$ cat src/rtl/udp_eng_pkg.sv
package udp_eng_pkg;
  localparam int unsigned ETH_HDR_BYTES = 14;
  localparam int unsigned IP_HDR_BYTES  = 20;
  localparam int unsigned UDP_HDR_BYTES = 8;
  localparam int unsigned HDR_BYTES     = ETH_HDR_BYTES + IP_HDR_BYTES + UDP_HDR_BYTES;

  localparam logic [15:0] ETYPE_IPV4  = 16'h0800;
  localparam logic [7:0]  IPPROTO_UDP = 8'd17;
  localparam logic [7:0]  IP_TTL      = 8'h40;
  localparam logic [15:0] IP_VER_IHL  = 16'h4500;
  localparam logic [15:0] IP_FLAGS_DF = 16'h4000;

  // receive-side offsets the filter and capture logic depend on
  localparam int unsigned OFS_SRC_MAC  = 6;
  localparam int unsigned OFS_ETYPE    = 12;
  localparam int unsigned OFS_PROTO    = 23;
  localparam int unsigned OFS_SRC_IP   = 26;
  localparam int unsigned OFS_SRC_PORT = 34;
  localparam int unsigned OFS_DST_PORT = 36;
  localparam int unsigned OFS_CTL      = HDR_BYTES;

  typedef enum logic [2:0] {
    TX_IDLE, TX_PREP, TX_HDR, TX_STS, TX_PAY
  } tx_state_e;

  function automatic logic [7:0] byte_of(input logic [63:0] v,
                                         input int unsigned nbytes,
                                         input int unsigned k);
    return 8'(v >> (8 * (nbytes - 1 - k)));
  endfunction
endpackage

$ cat src/rtl/udp_rx_parser.sv
module udp_rx_parser
  import udp_eng_pkg::*;
#(
  parameter int unsigned CTL_BYTES  = 18,
  parameter int unsigned IDX_W      = 7,
  parameter logic [15:0] LOCAL_PORT = 16'd5000,
  localparam int unsigned ADDR_W    = $clog2(CTL_BYTES / 2)
) (
  input  logic              clk,
  input  logic              rst,
  input  logic [7:0]        rx_data,
  input  logic              rx_valid,
  input  logic              rx_sof,
  input  logic              rx_eof,
  input  logic              busy,
  output logic              ctl_we,
  output logic [ADDR_W-1:0] ctl_addr,
  output logic [15:0]       ctl_wdata,
  output logic              req_start,
  output logic              ovr_hit,
  output logic [47:0]       host_mac,
  output logic [31:0]       host_ip,
  output logic [15:0]       host_port
);
  localparam logic [IDX_W-1:0] I_SMAC  = IDX_W'(OFS_SRC_MAC);
  localparam logic [IDX_W-1:0] I_ETYPE = IDX_W'(OFS_ETYPE);
  localparam logic [IDX_W-1:0] I_PROTO = IDX_W'(OFS_PROTO);
  localparam logic [IDX_W-1:0] I_SIP   = IDX_W'(OFS_SRC_IP);
  localparam logic [IDX_W-1:0] I_SPORT = IDX_W'(OFS_SRC_PORT);
  localparam logic [IDX_W-1:0] I_DPORT = IDX_W'(OFS_DST_PORT);
  localparam logic [IDX_W-1:0] I_CTL   = IDX_W'(OFS_CTL);
  localparam logic [IDX_W-1:0] I_LAST  = IDX_W'(OFS_CTL + CTL_BYTES - 1);

  logic [IDX_W-1:0] cnt_q, idx;
  logic             match_q, blocked_q, match_now, blocked_now;
  logic [7:0]       hi_q;

  always_comb begin
    idx         = rx_sof ? '0 : cnt_q;
    blocked_now = rx_sof ? busy : blocked_q;
    match_now   = rx_sof ? 1'b1 : match_q;
    if (idx == I_ETYPE && rx_data != ETYPE_IPV4[15:8])          match_now = 1'b0;
    if (idx == I_ETYPE + 1'b1 && rx_data != ETYPE_IPV4[7:0])    match_now = 1'b0;
    if (idx == I_PROTO && rx_data != IPPROTO_UDP)               match_now = 1'b0;
    if (idx == I_DPORT && rx_data != LOCAL_PORT[15:8])          match_now = 1'b0;
    if (idx == I_DPORT + 1'b1 && rx_data != LOCAL_PORT[7:0])    match_now = 1'b0;
  end

  always_ff @(posedge clk) begin
    ctl_we    <= 1'b0;
    req_start <= 1'b0;
    ovr_hit   <= 1'b0;
    if (rst) begin
      cnt_q     <= '0;
      match_q   <= 1'b0;
      blocked_q <= 1'b0;
      ctl_addr  <= '0;
      ctl_wdata <= '0;
    end else if (rx_valid) begin
      cnt_q     <= (idx == '1) ? idx : idx + 1'b1;
      match_q   <= match_now && !rx_eof;
      blocked_q <= blocked_now;
      if (!blocked_now) begin
        if (idx >= I_SMAC && idx < I_ETYPE)         host_mac  <= {host_mac[39:0], rx_data};
        if (idx >= I_SIP && idx < I_SIP + 3'd4)     host_ip   <= {host_ip[23:0], rx_data};
        if (idx >= I_SPORT && idx < I_DPORT)        host_port <= {host_port[7:0], rx_data};
      end
      if (idx >= I_CTL && idx <= I_LAST) begin
        if (idx[0] == I_CTL[0]) begin
          hi_q <= rx_data;
        end else if (match_now && !blocked_now) begin
          ctl_we    <= 1'b1;
          ctl_addr  <= ADDR_W'((idx - I_CTL) >> 1);
          ctl_wdata <= {hi_q, rx_data};
        end
      end
      if (rx_eof && match_now && idx >= I_LAST) begin
        if (blocked_now) ovr_hit   <= 1'b1;
        else             req_start <= 1'b1;
      end
    end
  end
endmodule

$ cat src/rtl/udp_ip_csum.sv
module udp_ip_csum
  import udp_eng_pkg::*;
(
  input  logic [15:0] total_len,
  input  logic [31:0] src_ip,
  input  logic [31:0] dst_ip,
  output logic [15:0] csum
);
  localparam int unsigned NWORDS = IP_HDR_BYTES / 2;

  logic [15:0] w [NWORDS];
  logic [19:0] acc;
  logic [16:0] s1;
  logic [16:0] s2;

  always_comb begin
    w[0] = IP_VER_IHL;
    w[1] = total_len;
    w[2] = 16'h0000;
    w[3] = IP_FLAGS_DF;
    w[4] = {IP_TTL, IPPROTO_UDP};
    w[5] = 16'h0000;
    w[6] = src_ip[31:16];
    w[7] = src_ip[15:0];
    w[8] = dst_ip[31:16];
    w[9] = dst_ip[15:0];
    acc = '0;
    for (int i = 0; i < NWORDS; i++) acc = acc + 20'(w[i]);
    s1   = 17'(acc[15:0]) + 17'(acc[19:16]);
    s2   = 17'(s1[15:0]) + 17'(s1[16]);
    csum = ~s2[15:0];
  end
endmodule

$ cat src/rtl/udp_tx_builder.sv
module udp_tx_builder
  import udp_eng_pkg::*;
#(
  parameter int unsigned CTL_BYTES  = 18,
  parameter int unsigned LEN_W      = 16,
  parameter logic [47:0] LOCAL_MAC  = 48'h02_00_00_00_00_01,
  parameter logic [31:0] LOCAL_IP   = 32'hC0A8_0A02,
  parameter logic [15:0] LOCAL_PORT = 16'd5000
) (
  input  logic                   clk,
  input  logic                   rst,
  input  logic                   start,
  input  logic [47:0]            host_mac,
  input  logic [31:0]            host_ip,
  input  logic [15:0]            host_port,
  input  logic [LEN_W-1:0]       pl_len,
  input  logic [8*CTL_BYTES-1:0] sts_flat,
  input  logic [7:0]             pl_data,
  input  logic                   pl_valid,
  output logic                   pl_ready,
  output logic [7:0]             tx_data,
  output logic                   tx_valid,
  output logic                   tx_sof,
  output logic                   tx_eof,
  output logic                   busy
);
  localparam int unsigned FIXED_LEN = IP_HDR_BYTES + UDP_HDR_BYTES + CTL_BYTES;
  localparam logic [5:0]  HDR_LAST  = 6'(HDR_BYTES - 1);
  localparam logic [5:0]  STS_LAST  = 6'(CTL_BYTES - 1);

  tx_state_e              state;
  logic [5:0]             idx;
  logic [LEN_W-1:0]       plen_q, pcnt;
  logic [15:0]            iplen_q, udplen_q, csum_q, iplen_c, csum_c;
  logic [8*CTL_BYTES-1:0] sts_q;
  logic [7:0]             hb, sb;
  int unsigned            k;

  assign iplen_c  = 16'(FIXED_LEN) + 16'(pl_len);
  assign pl_ready = (state == TX_PAY);
  assign busy     = (state != TX_IDLE);

  udp_ip_csum u_csum (
    .total_len(iplen_c),
    .src_ip   (LOCAL_IP),
    .dst_ip   (host_ip),
    .csum     (csum_c)
  );

  always_comb begin
    k  = 32'(idx);
    hb = 8'h00;
    if (k < 6)                 hb = byte_of(64'(host_mac), 6, k);
    else if (k < 12)           hb = byte_of(64'(LOCAL_MAC), 6, k - 6);
    else if (k < 14)           hb = byte_of(64'(ETYPE_IPV4), 2, k - 12);
    else if (k == 14)          hb = IP_VER_IHL[15:8];
    else if (k == 16 || k == 17) hb = byte_of(64'(iplen_q), 2, k - 16);
    else if (k == 20)          hb = IP_FLAGS_DF[15:8];
    else if (k == 22)          hb = IP_TTL;
    else if (k == 23)          hb = IPPROTO_UDP;
    else if (k == 24 || k == 25) hb = byte_of(64'(csum_q), 2, k - 24);
    else if (k >= 26 && k < 30) hb = byte_of(64'(LOCAL_IP), 4, k - 26);
    else if (k >= 30 && k < 34) hb = byte_of(64'(host_ip), 4, k - 30);
    else if (k >= 34 && k < 36) hb = byte_of(64'(LOCAL_PORT), 2, k - 34);
    else if (k >= 36 && k < 38) hb = byte_of(64'(host_port), 2, k - 36);
    else if (k >= 38 && k < 40) hb = byte_of(64'(udplen_q), 2, k - 38);
    sb = 8'(sts_q >> (8 * (CTL_BYTES - 1 - k)));
  end

  always_ff @(posedge clk) begin
    tx_valid <= 1'b0;
    tx_sof   <= 1'b0;
    tx_eof   <= 1'b0;
    if (rst) begin
      state   <= TX_IDLE;
      idx     <= '0;
      pcnt    <= '0;
      tx_data <= '0;
    end else begin
      case (state)
        TX_IDLE: if (start) state <= TX_PREP;
        TX_PREP: begin
          plen_q   <= pl_len;
          iplen_q  <= iplen_c;
          udplen_q <= iplen_c - 16'(IP_HDR_BYTES);
          csum_q   <= csum_c;
          sts_q    <= sts_flat;
          idx      <= '0;
          state    <= TX_HDR;
        end
        TX_HDR: begin
          tx_valid <= 1'b1;
          tx_data  <= hb;
          tx_sof   <= (idx == '0);
          if (idx == HDR_LAST) begin
            idx   <= '0;
            state <= TX_STS;
          end else begin
            idx <= idx + 1'b1;
          end
        end
        TX_STS: begin
          tx_valid <= 1'b1;
          tx_data  <= sb;
          if (idx == STS_LAST) begin
            pcnt <= '0;
            if (plen_q == '0) begin
              tx_eof <= 1'b1;
              state  <= TX_IDLE;
            end else begin
              state <= TX_PAY;
            end
          end else begin
            idx <= idx + 1'b1;
          end
        end
        TX_PAY: if (pl_valid) begin
          tx_valid <= 1'b1;
          tx_data  <= pl_data;
          pcnt     <= pcnt + 1'b1;
          if (pcnt == plen_q - 1'b1) begin
            tx_eof <= 1'b1;
            state  <= TX_IDLE;
          end
        end
        default: state <= TX_IDLE;
      endcase
    end
  end
endmodule

$ cat src/rtl/udp_readout_engine.sv
module udp_readout_engine
  import udp_eng_pkg::*;
#(
  parameter int unsigned CTL_BYTES  = 18,
  parameter int unsigned LEN_W      = 16,
  parameter logic [47:0] LOCAL_MAC  = 48'h02_00_00_00_00_01,
  parameter logic [31:0] LOCAL_IP   = 32'hC0A8_0A02,
  parameter logic [15:0] LOCAL_PORT = 16'd5000
) (
  input  logic                           clk,
  input  logic                           rst,
  input  logic [7:0]                     rx_data,
  input  logic                           rx_valid,
  input  logic                           rx_sof,
  input  logic                           rx_eof,
  output logic [7:0]                     tx_data,
  output logic                           tx_valid,
  output logic                           tx_sof,
  output logic                           tx_eof,
  output logic                           ctl_we,
  output logic [$clog2(CTL_BYTES/2)-1:0] ctl_addr,
  output logic [15:0]                    ctl_wdata,
  input  logic [8*CTL_BYTES-1:0]         sts_words,
  input  logic [LEN_W-1:0]               pl_len,
  input  logic [7:0]                     pl_data,
  input  logic                           pl_valid,
  output logic                           pl_ready,
  output logic                           overrun
);
  localparam int unsigned IDX_W = $clog2(HDR_BYTES + CTL_BYTES + 1);

  logic        req_start, ovr_hit, tx_busy;
  logic [47:0] host_mac;
  logic [31:0] host_ip;
  logic [15:0] host_port;

  udp_rx_parser #(
    .CTL_BYTES (CTL_BYTES),
    .IDX_W     (IDX_W),
    .LOCAL_PORT(LOCAL_PORT)
  ) u_rx (
    .clk      (clk),
    .rst      (rst),
    .rx_data  (rx_data),
    .rx_valid (rx_valid),
    .rx_sof   (rx_sof),
    .rx_eof   (rx_eof),
    .busy     (tx_busy | req_start),
    .ctl_we   (ctl_we),
    .ctl_addr (ctl_addr),
    .ctl_wdata(ctl_wdata),
    .req_start(req_start),
    .ovr_hit  (ovr_hit),
    .host_mac (host_mac),
    .host_ip  (host_ip),
    .host_port(host_port)
  );

  udp_tx_builder #(
    .CTL_BYTES (CTL_BYTES),
    .LEN_W     (LEN_W),
    .LOCAL_MAC (LOCAL_MAC),
    .LOCAL_IP  (LOCAL_IP),
    .LOCAL_PORT(LOCAL_PORT)
  ) u_tx (
    .clk      (clk),
    .rst      (rst),
    .start    (req_start),
    .host_mac (host_mac),
    .host_ip  (host_ip),
    .host_port(host_port),
    .pl_len   (pl_len),
    .sts_flat (sts_words),
    .pl_data  (pl_data),
    .pl_valid (pl_valid),
    .pl_ready (pl_ready),
    .tx_data  (tx_data),
    .tx_valid (tx_valid),
    .tx_sof   (tx_sof),
    .tx_eof   (tx_eof),
    .busy     (tx_busy)
  );

  always_ff @(posedge clk) begin
    if (rst)          overrun <= 1'b0;
    else if (ovr_hit) overrun <= 1'b1;
  end
endmodule

$ cat config.mk
export PLATFORM = sky130hd
export DESIGN_NAME = udp_readout_engine
export DESIGN_NICKNAME = d
export VERILOG_FILES = /design/src/rtl/udp_eng_pkg.sv /design/src/rtl/udp_rx_parser.sv /design/src/rtl/udp_ip_csum.sv /design/src/rtl/udp_tx_builder.sv /design/src/rtl/udp_readout_engine.sv
export SDC_FILE = /design/constraint.sdc
export NUM_CORES = 1
export LEC_CHECK = 0
export BUFFER_PORTS_ARGS = -buffer_cell sky130_fd_sc_hd__buf_2
export CORE_MARGIN = 10
export CORE_UTILIZATION = 47
export DETAILED_ROUTE_END_ITERATION = 7
export GPL_TIMING_DRIVEN = 0
export PLACE_DENSITY = 0.65
export SLEW_MARGIN = 5
export SYNTH_ARGS = -nofsm -noshare
export SYNTH_HDL_FRONTEND = slang
export SYNTH_SLANG_ARGS = --single-unit
export TNS_END_PERCENT = 20
$ cat constraint.sdc
create_clock -name clk -period 34 [get_ports clk]
set_clock_uncertainty 0.2 [all_clocks]
set_input_delay 5.1 -clock clk [delete_from_list [all_inputs] [get_ports clk]]
set_output_delay 5.1 -clock clk [all_outputs]
set_load 0.01 [all_outputs]
==> metrics.txt <==
# TYPE chip_impl_metric gauge
chip_impl_metric{name="detailroute.via_count",unit=""} 15971
chip_impl_metric{name="clock_path_buffers",unit=""} 3
chip_impl_metric{name="final_critical_path_time_including_i_o_delays_and_setup",unit="ns"} 13.40
chip_impl_metric{name="timing_max_transition_violations_final",unit=""} 0
chip_impl_metric{name="first_pass_iters",unit=""} 5
chip_impl_info{name="holdCritPathClass",value="reg -> reg"} 1
chip_impl_metric{name="number_of_enable_flip_flop_cells_after_synthesis",unit=""} 309
chip_impl_metric{name="syn_area_per_cell",unit="um2"} 11.7
chip_impl_info{name="setup.worst_path.start_class",value="input port"} 1
chip_impl_metric{name="fin_tns_setup",unit="ns"} 0
chip_impl_metric{name="grt_pass1_vias",unit=""} 15864
chip_impl_info{name="critical_path.top_delay_family",value="adder cells"} 1
chip_impl_metric{name="cts.htree.levels",unit=""} 2
chip_impl_metric{name="total_power",unit="mW"} 1.10
chip_impl_metric{name="timing.final.setup_violations",unit=""} 0
chip_impl_metric{name="worstPathRequired",unit="ns"} 34.11
chip_impl_metric{name="grt_max_degree",unit=""} 31
chip_impl_metric{name="worst_slew_margin_rel",unit="%"} 18.8
chip_impl_info{name="crit_slowest_cell",value="fa_1"} 1
chip_impl_metric{name="fmax",unit="MHz"} 74.6
chip_impl_metric{name="post_cts.resized_instances",unit=""} 0
chip_impl_metric{name="ys_types",unit=""} 94
chip_impl_info{name="ys.flop_type",value="edfxtp_1"} 1
chip_impl_metric{name="layout.nets",unit=""} 2444
chip_impl_metric{name="irDropWorstVdd",unit="uV"} 41.3
chip_impl_metric{name="boundaryPins",unit=""} 216
chip_impl_metric{name="ys.warnings.count",unit=""} 0
chip_impl_metric{name="crit_path_dat",unit="ns"} 13.51
chip_impl_metric{name="syn_inst",unit=""} 1818
chip_impl_metric{name="min_period_over_period",unit="%"} 39.4
chip_impl_info{name="status",value="finished clean"} 1
chip_impl_metric{name="postRouteAntennaNets",unit=""} 0
chip_impl_metric{name="drcViolationCount",unit=""} 0
chip_impl_metric{name="synth-seq-cells",unit=""} 377
chip_impl_metric{name="static-leakage-power",unit="nW"} 9.42
chip_impl_metric{name="crit_buf_inv",unit=""} 7
chip_impl_metric{name="port_buffers",unit=""} 213
chip_impl_metric{name="worst_setup_hold_path_clk_slew",unit="ns"} 0.06
chip_impl_metric{name="dr.first_iter.drc_count",unit=""} 1657
chip_impl_metric{name="post_synth_instance_area",unit="mm2"} 0.0213
chip_impl_info{name="crit_type",value="in -> reg"} 1
chip_impl_metric{name="route.detailed.vias_per_inst",unit=""} 5.84
chip_impl_metric{name="initial_utilization",unit="%"} 47.8
chip_impl_info{name="clockRootBuffer",value="clkbuf_16"} 1
chip_impl_metric{name="place_hpwl",unit="um"} 49000
chip_impl_metric{name="layout-area-overhead-vs-synth",unit="%"} 16.5
chip_impl_metric{name="pwr_density_cell",unit="mW/mm2"} 44.2
chip_impl_metric{name="ctsHoldBuffers",unit=""} 0
chip_impl_metric{name="final_routed_wire_length_divided_by_cell_count",unit="um"} 23.1
chip_impl_metric{name="cts-buffers-inserted",unit=""} 42
chip_impl_info{name="rsz_0062_raised_after_global_routing",value="no"} 1
chip_impl_metric{name="floorplan.die_area",unit="mm2"} 0.0542
chip_impl_metric{name="core-area",unit="mm2"} 0.0445
chip_impl_metric{name="first_pass_grt_wire_length",unit="um"} 94500
chip_impl_metric{name="grt_antenna_before_repair",unit=""} 2
chip_impl_metric{name="wirelength",unit="um"} 63200
chip_impl_metric{name="cap_viol_max_count",unit=""} 0
chip_impl_info{name="crit_end_category",value="register"} 1
chip_impl_metric{name="fin_util",unit="%"} 55.7
chip_impl_metric{name="timing_hold_violations_final",unit=""} 0
chip_impl_metric{name="async_set_or_reset_register_ratio_after_synthesis",unit="%"} 0
chip_impl_metric{name="place_congestion",unit=""} 0.957
chip_impl_metric{name="synthesis.nets",unit=""} 2154
chip_impl_metric{name="clk_latency",unit="ns"} 0.57
chip_impl_metric{name="critical_path_max_stage_delay",unit="ns"} 0.53
chip_impl_metric{name="global_route.overflow_total",unit=""} 0
chip_impl_metric{name="post-cts-setup-buffer-count",unit=""} 0
chip_impl_metric{name="chipHeight",unit="um"} 233
chip_impl_info{name="tritoncts",value="yes"} 1
chip_impl_metric{name="die_w",unit="um"} 233
chip_impl_info{name="cell_with_the_most_instances_on_the_worst_path",value="ha_1"} 1
chip_impl_metric{name="grt_usage",unit="%"} 22.8
chip_impl_metric{name="share_of_cells_above_drive_strength_1",unit="%"} 20.0
chip_impl_metric{name="tightest_slew",unit="ns"} 1.21
chip_impl_metric{name="cts.sink_count",unit=""} 377
chip_impl_metric{name="fp-row-count",unit=""} 77
chip_impl_metric{name="worstPathMaxFanout",unit=""} 7
chip_impl_metric{name="yosysSeqAreaShare",unit="%"} 50.0
==> placed cells by master (no fill, tap or decap), drive strengths merged, types with 11 or more instances in the layout <==
master and count:
a211oi 20, a21o 16, a21oi 73, a31oi 11, and3 26, buf 281, clkbuf 89, clkinv 16
dfxtp 68, edfxtp 309, fa 18, ha 136, inv 114, mux2 11, mux2i 71, mux4 48
nand2 126, nand2b 25, nand3 84, nand4 23, nor2 125, nor2b 16, nor3 38, nor4 22
nor4b 14, o21ai 65, o31ai 12, xnor2 71, xor2 46
==> per-layer routing <==
layer / global-route usage, % / routed length [um]
met1: 30.5 / 27400
met2: 38.2 / 30900
met3: 2.80 / 3390
met4: 6.82 / 1570
met5: 0 / 0
==> worst register-to-register path: cells and delay by family (launching register included) <==
family / cells / cell delay (ns)
compound gates: 11 / 2.35
xor+xnor: 2 / 0.33
fa+ha+maj: 6 / 1.99
buf+inv: 5 / 0.63
flops: 1 / 0.41
simple gates: 8 / 1.40
==> flip-flops by register name, indices dropped and copies added (netlist names), 14 cells and up <==
name	cells
u_rx.ctl_wdata	16
u_rx.host_ip	32
u_rx.host_mac	48
u_rx.host_port	16
u_tx.csum_q	16
u_tx.iplen_q	14
u_tx.pcnt	16
u_tx.plen_q	15
u_tx.sts_q	144
u_tx.udplen_q	16
==> cells in the mapped netlist, types with 26 or more instances <==
cell        n  area share, %
mux4_2     48            5.1
inv_1     110            1.9
nor2_1    125            2.2
ha_1      136            8.0
nand2_1   126            2.2
nor3_1     36           0.85
nand3_1    84            2.0
mux2i_1    71            3.3
and3_1     26           0.76
xnor2_1    71            2.9
o21ai_0    62            1.5
a21oi_1    70            1.6
dfxtp_1    68            6.4
edfxtp_1  309             44
xor2_1     45            1.9
clkbuf_1   33           0.58
==> through the flow <==
| stage | setup WS, ns | instance area, um2 | hold slack [ns] | std cells |
|---|---|---|---|---|
| 6_report | 20.60 | 24800 | 0.233 | 2736 |
| 2_1_floorplan | 6.12 | 21300 | 0.211 | 1818 |
| 4_1_cts | 20.77 | 24800 | 0.235 | 2733 |
| 5_1_grt | 20.16 | 24800 | 0.254 | 2736 |
| 3_5_place_dp | 20.20 | 23400 | 0.222 | 2656 |
| 3_3_place_gp | -1.65 | 23100 | 0.221 | 2623 |
==> final cells by class <==
cell class	instances	area, um2
inverter	113	424
antenna	3	7.51
sequential	377	10600
buffer	70	314
clock buffer	54	1120
multi-input combinational	1258	9940
timing repair buffer	246	1340
fill	3830	19700
tap	592	741
clock inverter	23	290
==> power by group <==
part / total [mW] / internal (mW) / switching (mW)
sequential: 0.502 / 0.501 / 0.000344
clock: 0.465 / 0.279 / 0.186
combinational: 0.129 / 0.0508 / 0.0784
total: 1.10 / 0.832 / 0.264
==> logic make-up (layout without fill, tap and decap cells) <==
| family | Yosys count | after routing | synth area share [%] |
|---|---|---|---|
| AO/OA/AOI/OAI | 294 | 294 | 9.30 |
| XOR/XNOR | 118 | 118 | 4.95 |
| adder cells (fa/ha/maj) | 154 | 154 | 9.68 |
| buffers and inverters | 183 | 506 | 3.47 |
| flip-flops | 377 | 377 | 50.0 |
| multiplexers | 130 | 130 | 9.00 |
| other | 0 | 3 | 0 |
| AND/OR/NAND/NOR | 562 | 562 | 13.6 |
==> worst paths after layout <==
| path | startpoint | slack (ns) | end | cells past startpoint |
|---|---|---|---|---|
| worst max-delay path | pl_len[1] | 20.60 | u_tx.csum_q[15] | 41 |
| worst min-delay path | u_rx.ovr_hit | 0.23 | overrun | 2 |
| worst max register to register | u_rx.host_ip[1] | 26.44 | u_tx.csum_q[15] | 32 |
| worst min register to register | u_rx.ovr_hit | 0.23 | overrun | 2 |
Power figures use the tool's default switching activity.
